**src/rtl/sdh_status_pkg.sv**
```systemverilog
// Package: bit positions and widths shared by the status unit.
// Assumes the status and configuration field positions are fixed by the
// software view; only counter and debug widths are free to change.
package sdh_status_pkg;
    localparam int STS_W      = 11;
    localparam int CFG_W      = 11;
    localparam int ERR_W      = 5;

    localparam int STS_DONE   = 0;
    localparam int STS_ERR_LO = 3;
    localparam int STS_DATA   = 8;
    localparam int STS_BLOCK  = 9;
    localparam int STS_BUSY   = 10;

    localparam int CFG_DATA_EN  = 4;
    localparam int CFG_BLOCK_EN = 8;
    localparam int CFG_BUSY_EN  = 10;

    localparam int CMD_WRITE  = 7;
    localparam int CMD_BUSYW  = 11;

    localparam logic [STS_W-1:0] STS_VALID = 11'b111_1111_1001;

    localparam logic [3:0] DBG_STATE_DATA = 4'h1;
    localparam logic [3:0] DBG_STATE_OFF  = 4'hF;
endpackage

```
**src/rtl/sdh_cause_gen.sv**
```systemverilog
// Module: sdh_cause_gen
// Combines the completion condition, command flags, configuration enables
// and error pulses into a vector of status bits to set this cycle.
// Assumes byte count equal to zero means the transfer is complete.
module sdh_cause_gen
    import sdh_status_pkg::*;
#(
    parameter int CNT_W = 16,
    parameter int CMD_W = 16
) (
    input  logic [CNT_W-1:0] byte_cnt,
    input  logic [CMD_W-1:0] cmd_word,
    input  logic [CFG_W-1:0] cfg,
    input  logic [ERR_W-1:0] err_pulse,
    output logic             done,
    output logic [STS_W-1:0] set_vec
);
    // Completion detect.
    assign done = (byte_cnt == '0);

    // Build the per-bit set request.
    always_comb begin
        set_vec = '0;
        set_vec[STS_DONE]  = done;
        set_vec[STS_DATA]  = done & cfg[CFG_DATA_EN];
        set_vec[STS_BLOCK] = done & cmd_word[CMD_WRITE] & cfg[CFG_BLOCK_EN];
        set_vec[STS_BUSY]  = done & cmd_word[CMD_BUSYW] & cfg[CFG_BUSY_EN];
        for (int k = 0; k < ERR_W; k++) begin
            set_vec[STS_ERR_LO+k] = err_pulse[k];
        end
    end
endmodule

```
**src/rtl/sdh_status_reg.sv**
```systemverilog
// Module: sdh_status_reg
// Sticky status word with write-one-to-clear; sets win over clears.
// Drives the interrupt from the three interrupt cause bits.
module sdh_status_reg
    import sdh_status_pkg::*;
(
    input  logic             clk,
    input  logic             rst_n,
    input  logic             clr_en,
    input  logic [STS_W-1:0] clr_vec,
    input  logic [STS_W-1:0] set_vec,
    output logic [STS_W-1:0] status,
    output logic             irq
);
    logic [STS_W-1:0] clr_mask;

    // Select clear mask only on a status write.
    assign clr_mask = clr_en ? clr_vec : '0;

    // Status register update.
    always_ff @(posedge clk) begin
        if (!rst_n) status <= '0;
        else        status <= ((status & ~clr_mask) | set_vec) & STS_VALID;
    end

    // Interrupt from busy, block and data causes.
    assign irq = status[STS_BUSY] | status[STS_BLOCK] | status[STS_DATA];
endmodule

```
**src/rtl/sdh_dbg_reg.sv**
```systemverilog
// Module: sdh_dbg_reg
// Debug word: software-writable, with a state code forced to data mode on
// completion and a FIFO-level field refreshed every cycle.
// Assumes DBG_W is at least 9 so the level field fits.
module sdh_dbg_reg
    import sdh_status_pkg::*;
#(
    parameter int              DBG_W   = 32,
    parameter int              LVL_W   = 5,
    parameter logic [DBG_W-1:0] DBG_RST = 32'h0000_C60F
) (
    input  logic             clk,
    input  logic             rst_n,
    input  logic             wr_en,
    input  logic [DBG_W-1:0] wr_val,
    input  logic             done,
    input  logic [LVL_W-1:0] fifo_level,
    output logic [DBG_W-1:0] dbg
);
    localparam int LVL_LO = 4;
    localparam int LVL_HI = LVL_LO + LVL_W - 1;

    logic [DBG_W-1:0] dbg_nxt;

    // Next-value selection: write, then completion, then level refresh.
    always_comb begin
        dbg_nxt = dbg;
        if (wr_en) begin
            dbg_nxt = wr_val;
            if (wr_val[3:0] == DBG_STATE_OFF) dbg_nxt[3:0] = 4'h0;
        end
        if (done) dbg_nxt[3:0] = DBG_STATE_DATA;
        dbg_nxt[LVL_HI:LVL_LO] = fifo_level;
    end

    // Debug register.
    always_ff @(posedge clk) begin
        if (!rst_n) dbg <= DBG_RST;
        else        dbg <= dbg_nxt;
    end
endmodule

```
**src/rtl/sdh_status_top.sv**
```systemverilog
// Module: sdh_status_top
// Status, configuration and debug registers plus interrupt output of an
// SD host. Assumes byte count, command flags and FIFO level come from the
// transfer engine and error pulses last one cycle each.
module sdh_status_top
    import sdh_status_pkg::*;
#(
    parameter int CNT_W = 16,
    parameter int CMD_W = 16,
    parameter int LVL_W = 5,
    parameter int DBG_W = 32
) (
    input  logic             clk,
    input  logic             rst_n,
    input  logic [31:0]      wr_data,
    input  logic             sts_wr_en,
    input  logic             cfg_wr_en,
    input  logic             dbg_wr_en,
    input  logic [CNT_W-1:0] byte_cnt,
    input  logic [CMD_W-1:0] cmd_word,
    input  logic [LVL_W-1:0] fifo_level,
    input  logic [ERR_W-1:0] err_pulse,
    output logic [STS_W-1:0] status_o,
    output logic [CFG_W-1:0] cfg_o,
    output logic [DBG_W-1:0] dbg_o,
    output logic             irq_o
);
    logic             done;
    logic [STS_W-1:0] set_vec;

    // Configuration register.
    always_ff @(posedge clk) begin
        if (!rst_n)         cfg_o <= '0;
        else if (cfg_wr_en) cfg_o <= wr_data[CFG_W-1:0];
    end

    sdh_cause_gen #(.CNT_W(CNT_W), .CMD_W(CMD_W)) cause_i (
        .byte_cnt (byte_cnt),
        .cmd_word (cmd_word),
        .cfg      (cfg_o),
        .err_pulse(err_pulse),
        .done     (done),
        .set_vec  (set_vec)
    );

    sdh_status_reg sts_i (
        .clk    (clk),
        .rst_n  (rst_n),
        .clr_en (sts_wr_en),
        .clr_vec(wr_data[STS_W-1:0]),
        .set_vec(set_vec),
        .status (status_o),
        .irq    (irq_o)
    );

    sdh_dbg_reg #(.DBG_W(DBG_W), .LVL_W(LVL_W)) dbg_i (
        .clk       (clk),
        .rst_n     (rst_n),
        .wr_en     (dbg_wr_en),
        .wr_val    (wr_data[DBG_W-1:0]),
        .done      (done),
        .fifo_level(fifo_level),
        .dbg       (dbg_o)
    );
endmodule

```
**config.mk**
```make
export PLATFORM = sky130hd
export DESIGN_NAME = sdh_status_top
export DESIGN_NICKNAME = d
export VERILOG_FILES = /design/src/rtl/sdh_status_pkg.sv /design/src/rtl/sdh_cause_gen.sv /design/src/rtl/sdh_status_reg.sv /design/src/rtl/sdh_dbg_reg.sv /design/src/rtl/sdh_status_top.sv
export SDC_FILE = /design/constraint.sdc
export NUM_CORES = 1
export LEC_CHECK = 0
export BUFFER_PORTS_ARGS = -buffer_cell sky130_fd_sc_hd__buf_2
export CAP_MARGIN = 5
export CORE_MARGIN = 3
export CORE_UTILIZATION = 35
export CTS_BUF_LIST = sky130_fd_sc_hd__clkbuf_2
export CTS_CLUSTER_DIAMETER = 120
export DETAILED_ROUTE_END_ITERATION = 16
export PLACE_DENSITY_LB_ADDON = 0.25
export REMOVE_ABC_BUFFERS = 1
export SLEW_MARGIN = 10
export SYNTH_ARGS = -nofsm -noshare
export SYNTH_HDL_FRONTEND = slang
export SYNTH_HIERARCHICAL = 1
export SYNTH_SLANG_ARGS = --single-unit
```
**constraint.sdc**
```tcl
create_clock -name clk -period 3.28 [get_ports clk]
set_clock_uncertainty 0.15 [all_clocks]
set_input_delay 0.492 -clock clk [delete_from_list [all_inputs] [get_ports clk]]
set_output_delay 0.492 -clock clk [all_outputs]
set_load 0.1 [all_outputs]
```
==> run metrics, run 1 <==
Placed Instances=roughly 370; Mapped Area=about 2100 sq um; Finished Layout Cells=~380; GP Congestion=approximately 0.76; Total Die Area=a little under 7000 sq um; vias per inst=4.49; final worst path period share=a little under two thirds; VDD IR max=roughly 0.28 mV; final setup margin=1.20 ns; placed cell areas=about 2600 sq um; # DRC=0; RSZ-0062 raised after global routing=false; Crit Path Max Fanout=3; CTS HTree Levels=2; Final Hold Fails=0; ANT cells=0; switching part of the total power=a little under two fifths; Pwr per Cell Area=~540 nW/um^2; GRT Util Overall=about 14%; cts hold-fix bufs=0; final setup vio count=0; Sequential Power Share=between 40% and 50%; Ports=about 130; Post-CTS Setup Repair Bufs=0; WP data arrival=about 1.4 ns; post-detail-place hpwl=about 3400 um; largest net degree at the start of global routing=between 50 and 60; crit start category=flop; clk buf depth=2; post-route ant nets=0; status=finished clean; CTS buffer count=5; vias in the first global route=between 1.5k and 2k; Worst Hold Launch=wr_data[5]; net switching power=between 0.5 and 0.6 mW; final core occ=47.6%; syn avg cell area=10.5 sq um; R2R setup slack=about 2.3 ns; post_cts resized=0; Reg2Reg Launch Point=dbg_i/dbg[0]; Int Pwr=just under 0.9 mW; crit path time final=2.08 ns; net count reported at finish=around 380; Worst Setup End Kind=output port; Clock transition at path regs=0.25 ns; GRT overflow=0; CTS tree=yes; total clock sinks=52; port bufs=around 120; Die X=about 83 um; hold slack=roughly 0.086 ns; Lkg Pwr=between 1 and 1.5 nW; pre-CTS setup slack=approximately 1.2 ns; clock latency on the worst-skew pair=~0.41 ns; Wirelength per Cell=about 12 um; Clock Tree Root=clkbuf_2; max-slew violation count=0; layout cells sized above 1=around 41%; First-pass DRT Iterations=4; area of the core=around 5600 sq um; Starting DRT DRC Count=57; Comb pwr share=a little under a third; Syn Inst Count=slightly below 200; setup tns final=0 ns; worst-margin pin slew=a little under 0.8 ns; crit path from=sts_i/status[10]; initial core utilization=a little over a third; Die H=a little over 80 um; Slew headroom=about 47%; Syn. warnings=6; class of the tightest hold or removal check=primary input to flop; CP required=2.64 ns; Clock Power Share=between 20% and 30%; Vias=about 1.7k; antenna violations before repair=0; Routed WL=4600 um; Area Overhead vs Synth=30.1%; kind of critical path=flop to output port; Max Cap Violations=0; Overall Power=approximately 1.4 mW; fin area=about 2700 sq um; floorplan row count=27; FMAX=481 MHz; first-pass GRT wire length=roughly 7200 um
power by group through the flow:
| stage | sequential (mW) | clock (mW) | combinational (mW) |
|---|---|---|---|
| 2_1_floorplan | 0.960 | 0 | 0.0657 |
| 3_3_place_gp | 0.696 | 0 | 0.432 |
| 3_5_place_dp | 0.697 | 0 | 0.434 |
| 4_1_cts | 0.686 | 0.338 | 0.435 |
| 5_1_grt | 0.690 | 0.361 | 0.453 |
| 6_report | 0.685 | 0.317 | 0.431 |
cells in the final DEF (no fill, tap or decap), drive strengths merged, types with 4 or more instances in the layout:
| cell type | instances |
|---|---|
| dfxtp | 52 |
| mux2i | 34 |
| inv | 9 |
| a31oi | 9 |
| o21ai | 9 |
| buf | 117 |
| nand2b | 4 |
| nor2b | 31 |
| and3 | 5 |
| clkbuf | 6 |
| nor4 | 4 |
| nand2 | 4 |
| and2 | 6 |
cell type report:
| class | count | area [sq um] |
|---|---|---|
| inverters | 9 | 33.8 |
| clock inverters | 2 | 35.0 |
| repair buffers | 117 | 586 |
| clock buffers | 6 | 30.0 |
| fillers | 583 | 2940 |
| flip-flops and latches | 52 | 1040 |
| multi-input cells | 118 | 856 |
| well taps | 72 | 90.1 |
flip-flops by register name, summed over array words and instances (netlist names):
| name | flops |
|---|---|
| sts_i/status | 9 |
| dbg_i/dbg | 32 |
| cfg_o | 11 |
worst paths after layout:
path,end,cells past startpoint
worst min register to register,dbg_i/dbg[14],2
worst max-delay path,irq_o,2
worst min-delay path,sts_i/status[5],2
worst max register to register,dbg_i/dbg[0],2
per-layer routing:
metal	wire, um	GRT usage, %	vias up
li1	-	-	869
met1	1970	16.7	757
met2	2230	22.6	59
met3	335	4.12	5
met4	65	4.90	0
met5	0	0	-
worst max-delay path, stage by stage, from the launching register on:
cell and delay, ns:
dfxtp_1 0.39, or3_1 0.34, buf_2 0.30
No activity file was read; power rests on OpenSTA's default activity.
==> run 2: changes to the inputs <==
Clock period 3.28 ns to 2 ns, I/O delays scaled along.
==> run metrics, run 2 (same netlist as run 1, synthesis figures left out) <==
max-slew violation count=0; Fillers=between 500 and 600; class of the tightest hold or removal check=primary input to flop; GRT Util Overall=15.6%; cts hold-fix bufs=40; top flop regs=dbg_i/dbg: 32 flops, cfg_o: 11 flops, sts_i/status: 9 flops; RSZ-0062 raised after global routing=false; First-pass DRT Iterations=4; net count reported at finish=426; Largest Register=dbg_i/dbg; antenna violations before repair=0; clock latency on the worst-skew pair=0.40 ns; kind of critical path=flop to output port; CTS buffer count=5; # DRC=0; met2 WL=2690 um; port bufs=approximately 120; Placed Instances=372; Die X=around 83 um; crit start category=flop; GRT overflow=0; area of the multi-input gates=856 sq um; Ports=134; Worst Hold Launch=wr_data[2]; pre-CTS setup slack=0.238 ns; Starting DRT DRC Count=39; Post-CTS Setup Repair Bufs=0; first-pass GRT wire length=8110 um; slowest cell delay on critical path=around 0.37 ns; Max Cap Violations=0; final worst path period share=a little over nine tenths; ANT cells=0; Clock Tree Root=clkbuf_2; floorplan row count=27; Lkg Pwr=1.57 nW; final setup vio count=0; VDD IR max=around 0.36 mV; post-detail-place hpwl=about 3600 um; Worst Setup End Kind=output port; final setup margin=0.126 ns; FMAX=between 500 and 600 MHz; R2R depth=3; initial core utilization=between 30% and 40%; post-route ant nets=0; vias per inst=4.40; commonest non-fill, non-tap cell in the layout=buf_2; Area Overhead vs Synth=51.6%; layout cells sized above 1=between 30% and 40%; register cell area after layout=about 1000 sq um; total clock sinks=52; Pwr per Cell Area=between 700 and 800 nW/um^2; DR WL met3=between 300 and 400 um; area of the core=5610 sq um; vias in the first global route=approximately 1.8k; M1 wire length=roughly 2200 um; GP Congestion=0.738; Die H=between 80 and 90 um; Final Hold Fails=0; Crit Path Max Fanout=3; placed cell areas=~2600 sq um; Worst Hold Path Cells=3; fin area=around 3100 sq um; max reg flops=32; worst reg2reg endpoint=sts_i/status[3]; CTS tree=yes; hold endpoint=cfg_o[2]; Clock transition at path regs=0.23 ns; status=finished clean; largest net degree at the start of global routing=24; clk buf depth=2; DR top layer=met4; Vias=1848; commonest non-fill, non-tap cells in the layout=buf_2 (117), dfxtp_1 (52), dlygate4sd3_1 (40); Wirelength per Cell=about 13 um; Total Die Area=roughly 6800 sq um; Reg2Reg Launch Point=sts_i/status[3]; setup tns final=0 ns; Routed WL=around 5300 um; Finished Layout Cells=420; crit path time final=1.87 ns; CTS HTree Levels=2; R2R setup slack=between 0.6 and 0.7 ns; WP data arrival=roughly 1.4 ns; crit-path cells=or3_1 > buf_2; Worst path slowest cell=dfxtp_1; final core occ=between 50% and 60%; CP required=between 1.5 and 2 ns; post_cts resized=0
run 2: cell count changes in the layout (fill, tap and decap cells not counted):
| cell | previous run | this run |
|---|---|---|
| buf_12 | 0 | 1 |
| buf_4 | 0 | 3 |
| clkbuf_2 | 6 | 5 |
| clkinv_1 | 0 | 2 |
| clkinv_2 | 1 | 0 |
| dlygate4sd3_1 | 0 | 40 |
run 2: how the worst max path moves through the flow:
stage	startpoint	slack [ns]	cells after the start	to
final	sts_i/status[8]	0.13	2	irq_o
after global routing	sts_i/status[10]	0.008	2	irq_o
after CTS	sts_i/status[8]	0.08	2	irq_o
after detailed placement	byte_cnt[4]	0.24	6	dbg_i/dbg[2]
after global placement	byte_cnt[4]	0.27	6	dbg_i/dbg[2]
after floorplan	sts_i/status[8]	-0.21	1	irq_o
run 2: final cells by class:
| type | instances | share of cell area, % |
|---|---|---|
| sequential | 52 | 33.5 |
| timing repair buffer | 161 | 33.1 |
| multi-input combinational | 118 | 27.5 |
| tap | 72 | 2.90 |
| clock inverter | 3 | 1.21 |
| inverter | 9 | 1.09 |
| clock buffer | 5 | 0.804 |
run 2: stage by stage:
| step | hold slack, ns | total power [mW] |
|---|---|---|
| 2_1_floorplan | 0.212 | 1.68 |
| 3_3_place_gp | 0.299 | 1.86 |
| 3_5_place_dp | 0.301 | 1.86 |
| 4_1_cts | 0.00362 | 2.45 |
| 5_1_grt | 0.00724 | 2.53 |
| 6_report | 0.0522 | 2.41 |
run 2: critical path: cells and delay by family (launching register included):
| family | cells | cell delay [ns] |
|---|---|---|
| flip-flops | 1 | 0.37 |
| AND/OR/NAND/NOR | 1 | 0.36 |
| buffers and inverters | 1 | 0.30 |
run 2: per-layer routing:
| metal | GRT usage, % | up-vias |
|---|---|---|
| met5 | 0 | - |
| met1 | 17.3 | 826 |
| li1 | - | 958 |
| met4 | 5.39 | 0 |
| met3 | 3.90 | 6 |
| met2 | 28.8 | 58 |
run 2: power by group:
part	internal [mW]	total, mW	switching, mW	leakage [nW]
Combinational	0.207	0.782	0.575	1.10
Sequential	1.10	1.12	0.0265	0.430
Clock	0.204	0.505	0.301	0.0380
Total	1.51	2.41	0.902	1.57
